==> config.mk <==
export PLATFORM = sky130hd
export DESIGN_NAME = clock_status_regs
export DESIGN_NICKNAME = d
export VERILOG_FILES = /design/src/rtl/clk_stat_pkg.sv /design/src/rtl/owner_cas.sv /design/src/rtl/lock_slip_track.sv /design/src/rtl/event_notify.sv /design/src/rtl/clock_status_regs.sv
export SDC_FILE = /design/constraint.sdc
export NUM_CORES = 1
export LEC_CHECK = 0
export ABC_AREA = 1
export BUFFER_PORTS_ARGS = -buffer_cell sky130_fd_sc_hd__buf_2
export CAP_MARGIN = 25
export CORE_MARGIN = 8
export CORE_UTILIZATION = 25
export CTS_BUF_LIST = sky130_fd_sc_hd__clkbuf_4 sky130_fd_sc_hd__clkbuf_8
export CTS_CLUSTER_DIAMETER = 200
export CTS_CLUSTER_SIZE = 8
export DETAILED_ROUTE_END_ITERATION = 8
export GPL_TIMING_DRIVEN = 1
export HOLD_SLACK_MARGIN = 0.15
export PLACE_DENSITY = 0.52
export SYNTH_ARGS = -nofsm -noshare
export SYNTH_HDL_FRONTEND = slang
export SYNTH_HIERARCHICAL = 1
export SYNTH_SLANG_ARGS = --single-unit
==> constraint.sdc <==
create_clock -name clk -period 2.7 [get_ports clk]
set_clock_uncertainty 0.1 [all_clocks]
set_input_delay 0.405 -clock clk [delete_from_list [all_inputs] [get_ports clk]]
set_output_delay 0.405 -clock clk [all_outputs]
set_load 0.01 [all_outputs]
==> src/rtl/clk_stat_pkg.sv <==
package clk_stat_pkg;
  typedef enum logic [1:0] {
    OP_QRD = 2'd0,
    OP_QWR = 2'd1,
    OP_BRD = 2'd2,
    OP_CAS = 2'd3
  } bus_op_e;

  localparam int WA_OWN_HI = 0;
  localparam int WA_OWN_LO = 1;
  localparam int WA_EVENT  = 2;
  localparam int WA_CLKSEL = 3;
  localparam int WA_ENABLE = 4;
  localparam int WA_STATUS = 5;
  localparam int WA_EXTSTS = 6;

  localparam int EVB_RX  = 0;
  localparam int EVB_TX  = 1;
  localparam int EVB_CUR = 4;
  localparam int EVB_ACC = 5;
  localparam int EVB_ANY = 6;

  localparam logic [63:0] OWNER_NONE   = 64'hFFFF_0000_0000_0000;
  localparam logic [7:0]  SRC_INTERNAL = 8'h0C;
  localparam logic [7:0]  RATE_NONE    = 8'h0A;
  localparam logic [15:0] CLKSEL_INIT  = 16'h020C;
endpackage

==> src/rtl/owner_cas.sv <==
module owner_cas #(
  parameter int OWN_W = 64
) (
  input  logic             clk,
  input  logic             rst,
  input  logic             bus_rst_i,
  input  logic             cas_go_i,
  input  logic [OWN_W-1:0] cmp_i,
  input  logic [OWN_W-1:0] swap_i,
  output logic [OWN_W-1:0] owner_o,
  output logic             owner_set_o
);
  import clk_stat_pkg::*;

  localparam logic [OWN_W-1:0] NONE_VAL = OWN_W'(OWNER_NONE);

  logic [OWN_W-1:0] owner_q;
  logic             hit;

  assign hit = cas_go_i && (cmp_i == owner_q);

  always_ff @(posedge clk) begin
    if (rst || bus_rst_i) owner_q <= NONE_VAL;
    else if (hit)         owner_q <= swap_i;
  end

  assign owner_o     = owner_q;
  assign owner_set_o = (owner_q != NONE_VAL);

  assert_owner_guard_R2: assert property (@(posedge clk) disable iff (rst)
    !($past(cas_go_i) || $past(bus_rst_i)) |-> $stable(owner_q));

  assert_owner_busrst_R3: assert property (@(posedge clk) disable iff (rst)
    bus_rst_i |=> (owner_q == NONE_VAL));
endmodule

==> src/rtl/lock_slip_track.sv <==
module lock_slip_track #(
  parameter int NSRC  = 11,
  parameter int SEL_W = 8
) (
  input  logic             clk,
  input  logic             rst,
  input  logic [NSRC-1:0]  lock_i,
  input  logic [NSRC-1:0]  slip_i,
  input  logic             clr_i,
  input  logic [SEL_W-1:0] sel_i,
  output logic [NSRC-1:0]  lock_o,
  output logic [NSRC-1:0]  slip_o,
  output logic             any_chg_o,
  output logic             cur_lock_o,
  output logic             cur_chg_o
);
  import clk_stat_pkg::*;

  logic [NSRC-1:0] lock_q;
  logic [NSRC-1:0] slip_q;
  logic            cur_q;
  logic            cur_d;

  always_comb begin
    cur_d = (sel_i == SEL_W'(SRC_INTERNAL));
    for (int i = 0; i < NSRC; i++) begin
      if (sel_i == SEL_W'(i)) cur_d = lock_i[i];
    end
  end

  always_ff @(posedge clk) begin
    if (rst) begin
      lock_q <= '0;
      cur_q  <= 1'b1;
    end else begin
      lock_q <= lock_i;
      cur_q  <= cur_d;
    end
  end

  for (genvar g = 0; g < NSRC; g++) begin : g_slip
    always_ff @(posedge clk) begin
      if (rst)            slip_q[g] <= 1'b0;
      else if (slip_i[g]) slip_q[g] <= 1'b1;
      else if (clr_i)     slip_q[g] <= 1'b0;
    end
  end

  assign any_chg_o  = (lock_i != lock_q);
  assign cur_chg_o  = (cur_d != cur_q);
  assign lock_o     = lock_q;
  assign slip_o     = slip_q;
  assign cur_lock_o = cur_q;

  assert_slip_sticky_R11: assert property (@(posedge clk) disable iff (rst)
    !$past(clr_i) |-> (($past(slip_q) & ~slip_q) == '0));

  assert_slip_keep_pulse_R12: assert property (@(posedge clk) disable iff (rst)
    $past(clr_i) |-> (($past(slip_i) & ~slip_q) == '0));
endmodule

==> src/rtl/event_notify.sv <==
module event_notify #(
  parameter int WORD_W = 32,
  parameter int OWN_W  = 64
) (
  input  logic              clk,
  input  logic              rst,
  input  logic [WORD_W-1:0] ev_i,
  input  logic [OWN_W-1:0]  owner_i,
  input  logic              owner_set_i,
  output logic [WORD_W-1:0] word_o,
  output logic              ntf_valid_o,
  output logic [OWN_W-1:0]  ntf_addr_o,
  output logic [WORD_W-1:0] ntf_data_o
);
  import clk_stat_pkg::*;

  logic [WORD_W-1:0] word_q;
  logic [WORD_W-1:0] data_q;
  logic [OWN_W-1:0]  addr_q;
  logic              v_q;

  always_ff @(posedge clk) begin
    if (rst) begin
      word_q <= '0;
      data_q <= '0;
      addr_q <= '0;
      v_q    <= 1'b0;
    end else begin
      v_q <= 1'b0;
      if (|ev_i) begin
        word_q <= ev_i;
        data_q <= ev_i;
        addr_q <= owner_i;
        v_q    <= owner_set_i;
      end
    end
  end

  assign word_o      = word_q;
  assign ntf_valid_o = v_q;
  assign ntf_addr_o  = addr_q;
  assign ntf_data_o  = data_q;

  assert_ntf_owner_R6: assert property (@(posedge clk) disable iff (rst)
    ntf_valid_o |-> (ntf_addr_o != OWN_W'(OWNER_NONE)));

  assert_ntf_nonzero_R5: assert property (@(posedge clk) disable iff (rst)
    ntf_valid_o |-> (ntf_data_o != '0));
endmodule

==> src/rtl/clock_status_regs.sv <==
module clock_status_regs #(
  parameter int NSRC     = 11,
  parameter int NSTRM    = 4,
  parameter int ADDR_W   = 4,
  parameter int SLIP_LSB = 16
) (
  input  logic              clk,
  input  logic              rst,
  input  logic              req_valid_i,
  input  logic [1:0]        req_op_i,
  input  logic [ADDR_W-1:0] req_addr_i,
  input  logic [31:0]       req_wdata_i,
  input  logic [63:0]       req_cmp_i,
  input  logic [63:0]       req_swap_i,
  output logic              rsp_valid_o,
  output logic [63:0]       rsp_rdata_o,
  input  logic              bus_rst_i,
  input  logic              rx_cfg_chg_i,
  input  logic              tx_cfg_chg_i,
  input  logic [NSRC-1:0]   lock_i,
  input  logic [NSRC-1:0]   slip_i,
  input  logic [7:0]        rate_code_i,
  input  logic [NSTRM-1:0]  chan_valid_i,
  output logic [NSTRM-1:0]  stream_run_o,
  output logic              ntf_valid_o,
  output logic [63:0]       ntf_addr_o,
  output logic [31:0]       ntf_data_o
);
  import clk_stat_pkg::*;

  localparam int WORD_W = 32;
  localparam int OWN_W  = 64;
  localparam int SEL_W  = 16;

  localparam logic [ADDR_W-1:0] A_OWN_HI = ADDR_W'(WA_OWN_HI);
  localparam logic [ADDR_W-1:0] A_OWN_LO = ADDR_W'(WA_OWN_LO);
  localparam logic [ADDR_W-1:0] A_EVENT  = ADDR_W'(WA_EVENT);
  localparam logic [ADDR_W-1:0] A_CLKSEL = ADDR_W'(WA_CLKSEL);
  localparam logic [ADDR_W-1:0] A_ENABLE = ADDR_W'(WA_ENABLE);
  localparam logic [ADDR_W-1:0] A_STATUS = ADDR_W'(WA_STATUS);
  localparam logic [ADDR_W-1:0] A_EXTSTS = ADDR_W'(WA_EXTSTS);

  bus_op_e op;
  logic is_rd, is_wr, is_cas;
  logic cas_go, sel_wr, en_wr, slip_clr;

  logic [SEL_W-1:0]  sel_q;
  logic [WORD_W-1:0] en_q;
  logic [NSTRM-1:0]  run_q;
  logic              rsp_v_q;
  logic [63:0]       rsp_d_q;

  logic [OWN_W-1:0]  owner;
  logic              owner_set;
  logic [NSRC-1:0]   lock_v, slip_v;
  logic              any_chg, cur_lock, cur_chg;
  logic [WORD_W-1:0] ev_vec, ev_word;
  logic [WORD_W-1:0] sts_word, ext_word;
  logic [63:0]       rd_mux;

  assign op       = bus_op_e'(req_op_i);
  assign is_rd    = req_valid_i && (op == OP_QRD || op == OP_BRD);
  assign is_wr    = req_valid_i && (op == OP_QWR);
  assign is_cas   = req_valid_i && (op == OP_CAS);
  assign cas_go   = is_cas && (req_addr_i == A_OWN_HI);
  assign sel_wr   = is_wr && (req_addr_i == A_CLKSEL);
  assign en_wr    = is_wr && (req_addr_i == A_ENABLE);
  assign slip_clr = req_valid_i && (op == OP_QRD) && (req_addr_i == A_EXTSTS);

  owner_cas #(.OWN_W(OWN_W)) i_owner (
    .clk         (clk),
    .rst         (rst),
    .bus_rst_i   (bus_rst_i),
    .cas_go_i    (cas_go),
    .cmp_i       (req_cmp_i),
    .swap_i      (req_swap_i),
    .owner_o     (owner),
    .owner_set_o (owner_set)
  );

  lock_slip_track #(.NSRC(NSRC), .SEL_W(8)) i_lock (
    .clk        (clk),
    .rst        (rst),
    .lock_i     (lock_i),
    .slip_i     (slip_i),
    .clr_i      (slip_clr),
    .sel_i      (sel_q[7:0]),
    .lock_o     (lock_v),
    .slip_o     (slip_v),
    .any_chg_o  (any_chg),
    .cur_lock_o (cur_lock),
    .cur_chg_o  (cur_chg)
  );

  always_comb begin
    ev_vec          = '0;
    ev_vec[EVB_RX]  = rx_cfg_chg_i;
    ev_vec[EVB_TX]  = tx_cfg_chg_i;
    ev_vec[EVB_CUR] = cur_chg;
    ev_vec[EVB_ACC] = sel_wr;
    ev_vec[EVB_ANY] = any_chg;
  end

  event_notify #(.WORD_W(WORD_W), .OWN_W(OWN_W)) i_notify (
    .clk         (clk),
    .rst         (rst),
    .ev_i        (ev_vec),
    .owner_i     (owner),
    .owner_set_i (owner_set),
    .word_o      (ev_word),
    .ntf_valid_o (ntf_valid_o),
    .ntf_addr_o  (ntf_addr_o),
    .ntf_data_o  (ntf_data_o)
  );

  always_ff @(posedge clk) begin
    if (rst) begin
      sel_q <= CLKSEL_INIT;
      en_q  <= '0;
      run_q <= '0;
    end else begin
      if (sel_wr) sel_q <= req_wdata_i[SEL_W-1:0];
      if (bus_rst_i)  en_q <= '0;
      else if (en_wr) en_q <= req_wdata_i;
      run_q <= (en_q != '0) ? chan_valid_i : '0;
    end
  end

  always_comb begin
    sts_word       = '0;
    sts_word[0]    = cur_lock;
    sts_word[15:8] = cur_lock ? rate_code_i : RATE_NONE;
    ext_word                   = '0;
    ext_word[NSRC-1:0]         = lock_v;
    ext_word[SLIP_LSB +: NSRC] = slip_v;
  end

  always_comb begin
    rd_mux = '0;
    if (is_cas) begin
      rd_mux = owner;
    end else begin
      case (req_addr_i)
        A_OWN_HI: rd_mux[31:0] = owner[63:32];
        A_OWN_LO: rd_mux[31:0] = owner[31:0];
        A_EVENT:  rd_mux[31:0] = ev_word;
        A_CLKSEL: rd_mux[31:0] = {16'd0, sel_q};
        A_ENABLE: rd_mux[31:0] = en_q;
        A_STATUS: rd_mux[31:0] = sts_word;
        A_EXTSTS: rd_mux[31:0] = ext_word;
        default:  rd_mux = '0;
      endcase
    end
  end

  always_ff @(posedge clk) begin
    if (rst) begin
      rsp_v_q <= 1'b0;
      rsp_d_q <= '0;
    end else begin
      rsp_v_q <= is_rd || is_cas;
      if (is_rd || is_cas) rsp_d_q <= rd_mux;
    end
  end

  assign rsp_valid_o  = rsp_v_q;
  assign rsp_rdata_o  = rsp_d_q;
  assign stream_run_o = run_q;

  assert_rsp_latency_R13: assert property (@(posedge clk) disable iff (rst)
    rsp_valid_o |-> ($past(req_valid_i) && ($past(req_op_i) != 2'd1)));

  assert_enable_busrst_R3: assert property (@(posedge clk) disable iff (rst)
    bus_rst_i |=> (en_q == '0));

  assert_run_off_R8: assert property (@(posedge clk) disable iff (rst)
    ($past(en_q) == '0) |-> (stream_run_o == '0));

  assert_clksel_hold_R7: assert property (@(posedge clk) disable iff (rst)
    !$past(sel_wr) |-> $stable(sel_q));
endmodule

==> insert_results.sql <==
INSERT INTO impl_metrics (metric_group, metric, value, unit) VALUES
('run_status', 'status', 'finished, final reports clean', ''),
('yosys', 'yosysWarnings', '6', ''),
('yosys', 'netlist-cell-type-count', '33', ''),
('sta', 'timing_max_transition_violations_final', '0', ''),
('drt', 'vias_per_inst', '4.41', ''),
('hold_path', 'worst_hold_check_path_type', 'input port to flop', ''),
('placement', 'gp_congestion', '0.853', ''),
('yosys', 'post_synth_most_frequent_cells', 'sky130_fd_sc_hd__nand2_1, sky130_fd_sc_hd__nor2_1, sky130_fd_sc_hd__inv_1', ''),
('finish', 'final_net_count', '3167', ''),
('floorplan', 'core', '0.0613', 'mm2'),
('worst_setup_path', 'critical_path.cell_chain', 'nor2_4 -> nand2_2 -> nor4_4 -> nand2_1 -> nand2_1 -> nand2_1 -> nand2_2 -> nand2_1 -> nand2_1 -> nand2_1 -> nor2_1 -> nand2_1 -> nor2_1 -> nand2_1 -> nor2_4 -> buf_12 -> clkbuf_16 -> clkbuf_16 -> nand2_1 -> nand2_1 -> nor2_1', ''),
('finish', 'drive_gt1_frac', '0.202', ''),
('power', 'switching_share', '0.287', ''),
('power', 'totalPowerFinal', '9.12', 'mW'),
('clocking', 'cts_inserted_buffers', '43', ''),
('placement', 'cell_count_after_placement', '3557', ''),
('job', 'maxCapViolCount', '0', ''),
('finish', 'sequential_cell_area', '0.00604', 'mm2'),
('clocking', 'clk_root_buffer_cell', 'sky130_fd_sc_hd__clkbuf_8', ''),
('drt', 'detailedRoute.firstPassIterationCount', '5', ''),
('drt', 'avgRoutedWirePerCell', '19.5', 'um'),
('power', 'p_per_area', '440', 'mW/mm2'),
('sta', 'fmax', '374', 'MHz'),
('sta', 'finalWorstPathRequiredPeriod', '2.68', 'ns'),
('sta', 'final.period_utilization', '0.991', ''),
('worst_setup_path', 'cp.arrival', '3.06', 'ns'),
('worst_setup_path', 'timing.setup.critical_path_class', 'flop to flop', ''),
('worst_setup_path', 'setup.worst_path.start_class', 'flop', ''),
('power', 'power.sequential.fraction', '0.506', ''),
('yosys', 'async_sr_flop_fraction', '0', ''),
('clocking', 'ctsHtreeMaxLevel', '2', ''),
('placement', 'port_buffers', '371', ''),
('yosys', 'post_synth_edffs', '0', ''),
('sta', 'timing.final.hold_violations', '0', ''),
('sta', 'setup_violations_final', '0', ''),
('yosys', 'synthesis.area_per_instance', '6.37', 'um2'),
('yosys', 'ys_ff_latch', '301', ''),
('yosys', 'yosysTopAreaCell', 'sky130_fd_sc_hd__dfxtp_1', ''),
('global_routing', 'grt_overflow_total', '0', ''),
('sta', 'fin_hold_ws', '0.201', 'ns'),
('sta', 'timing_worst_slew_pin_value', '0.874', 'ns'),
('clocking', 'clkSlewWorstSetupHoldPaths', '0.07', 'ns'),
('drt', 'detailedRoute.firstIterationViolations', '1218', ''),
('worst_setup_path', 'top_fanout_value_on_the_critical_path', '8', ''),
('power', 'netsw', '2.62', 'mW'),
('power', 'internal_power', '6.50', 'mW'),
('yosys', 'yosysMostFrequentCell', 'sky130_fd_sc_hd__nand2_1', ''),
('clocking', 'clkSinkCount', '301', ''),
('power', 'combinational_power_share', '0.128', ''),
('global_routing', 'grt_first_pass_wirelength', '104000', 'um'),
('floorplan', 'floorplan.rows', '91', ''),
('floorplan', 'boundaryPins', '372', ''),
('worst_setup_path', 'worst_path_largest_cell_delay', '0.34', 'ns'),
('clocking', 'cts_tree', 'built', ''),
('sta', 'grt_setup_unrepaired', 'true', ''),
('drt', 'num_vias', '16554', ''),
('yosys', 'number_of_instances_in_the_synthesized_netlist', '2416', ''),
('yosys', 'flip_flop_cell_with_the_highest_count_after_synthesis', 'sky130_fd_sc_hd__dfxtp_1', ''),
('finish', 'multiInputGateArea', '0.00732', 'mm2'),
('worst_setup_path', 'critical-path-top-cell-by-count', 'sky130_fd_sc_hd__nand2_1', ''),
('sta', 'finalSetupTns', '0', 'ns'),
('drt', 'detailed_route_drc_error_count', '0', ''),
('finish', 'final-instance-count-excl-fill', '3758', ''),
('drt', 'detail_route.wirelength', '73300', 'um'),
('finish', 'flow.area_growth_from_synthesis', '34.8', '%'),
('yosys', 'yosys-top-cells-area', 'sky130_fd_sc_hd__dfxtp_1, sky130_fd_sc_hd__nand2_1, sky130_fd_sc_hd__nor2_1', ''),
('finish', 'fillerInstances', '6759', ''),
('clocking', 'clock_latency', '0.64', 'ns'),
('worst_setup_path', 'worst-endpoint-required', '3.09', 'ns'),
('placement', 'place_hpwl', '53000', 'um'),
('global_routing', 'grt_start_max_net_pins', '98', '');
## power groups by stage
stage	Clock (mW)	Sequential (mW)	Combinational, mW
5_1_grt	3.62	4.63	1.29
3_5_place_dp	0	4.72	1.02
3_3_place_gp	0	4.71	1.02
6_report	3.34	4.62	1.17
2_1_floorplan	0	4.74	0.494
4_1_cts	3.46	4.62	1.17
## per-stage QoR
step            util  setup slack, ns  area [um2]
6_report       0.339           0.0237       20700
5_1_grt        0.339           -0.174       20700
4_1_cts        0.330          0.00708       20200
3_5_place_dp   0.299           0.0477       18300
3_3_place_gp   0.299           0.0894       18300
2_1_floorplan      -            0.429       15600
## critical path: cells and delay by family (launching register included)
| family | cells | cell delay, ns |
|---|---|---|
| flip-flops | 1 | 0.34 |
| AND/OR/NAND/NOR | 18 | 1.55 |
| buffers and inverters | 3 | 0.53 |
## state kept, by name, summed over array words and instances (netlist names)
signal                cells
i_owner/owner_o          64
i_notify/ntf_addr_o      64
i_notify/ntf_valid_o      1
rsp_valid_o               1
stream_run_o              4
i_notify/ntf_data_o      32
sel_q                    16
i_lock/cur_lock_o         1
i_lock/lock_o            11
rsp_rdata_o              64
i_lock/slip_o            11
en_q                     32
## what timing repair did
action | 4_1_cts | 5_1_grt
setup endpoints to repair | 0 | 97
setup buffers | 0 | 4
gates resized for setup | 0 | 23
hold endpoints to repair | 141 | 0
hold buffers | 128 | 0
## placed cells by master, fill, tap and decap left out, types with 2 or more instances in the layout
cell,count
sky130_fd_sc_hd__inv_1,323
sky130_fd_sc_hd__nor2_2,3
sky130_fd_sc_hd__conb_1,54
sky130_fd_sc_hd__buf_6,3
sky130_fd_sc_hd__buf_12,9
sky130_fd_sc_hd__buf_16,6
sky130_fd_sc_hd__or2_2,8
sky130_fd_sc_hd__dfxtp_4,2
sky130_fd_sc_hd__inv_2,30
sky130_fd_sc_hd__nand4_1,87
sky130_fd_sc_hd__clkinv_2,2
sky130_fd_sc_hd__nor3_1,7
sky130_fd_sc_hd__nand2_2,8
sky130_fd_sc_hd__diode_2,6
sky130_fd_sc_hd__dlygate4sd3_1,128
sky130_fd_sc_hd__clkbuf_8,45
sky130_fd_sc_hd__xor2_1,8
sky130_fd_sc_hd__nand2_1,634
sky130_fd_sc_hd__nor4_1,9
sky130_fd_sc_hd__nor2_4,14
sky130_fd_sc_hd__nand3_1,149
sky130_fd_sc_hd__dfxtp_1,296
sky130_fd_sc_hd__o211ai_1,3
sky130_fd_sc_hd__a21oi_1,113
sky130_fd_sc_hd__clkbuf_16,14
sky130_fd_sc_hd__a211oi_1,2
sky130_fd_sc_hd__dfxtp_2,3
sky130_fd_sc_hd__nor2_1,421
sky130_fd_sc_hd__buf_4,75
sky130_fd_sc_hd__a31oi_1,9
sky130_fd_sc_hd__o21ai_0,79
sky130_fd_sc_hd__o21ai_1,20
sky130_fd_sc_hd__buf_2,371
sky130_fd_sc_hd__xnor2_1,18
## per-layer routing
metal	GRT usage	vias up	wire, um
li1	-	8435	-
met1	0.248	7493	32100
met2	0.312	504	33300
met3	0.0674	106	6090
met4	0.0510	16	1720
met5	0	-	103
## cell type report
cell class / count / area share
Timing Repair Buffer: 606 / 0.214
Tap cell: 790 / 0.0476
Antenna cell: 6 / 0.000724
Sequential cell: 301 / 0.291
Multi-Input combinational cell: 1655 / 0.353
Clock buffer: 45 / 0.0299
Clock inverter: 1 / 0.000241
Inverter: 354 / 0.0641
## worst paths after layout
check	slack (ns)	end	cells after the start	start
setup / recovery	0.02	i_notify/ntf_data_o[30]	21	sel_q[4]
hold / removal	0.20	rsp_rdata_o[15]	7	rate_code_i[7]
setup reg to reg	0.02	i_notify/ntf_data_o[30]	21	sel_q[4]
hold reg to reg	0.36	rsp_rdata_o[50]	2	rsp_rdata_o[50]
## kinds of logic after synthesis
| family | synth area share |
|---|---|
| AO/OA/AOI/OAI | 0.0764 |
| XOR/XNOR | 0.0148 |
| buffers and inverters | 0.152 |
| flip-flops | 0.392 |
| other | 0.000244 |
| AND/OR/NAND/NOR | 0.365 |
Power figures use the tool's default switching activity.
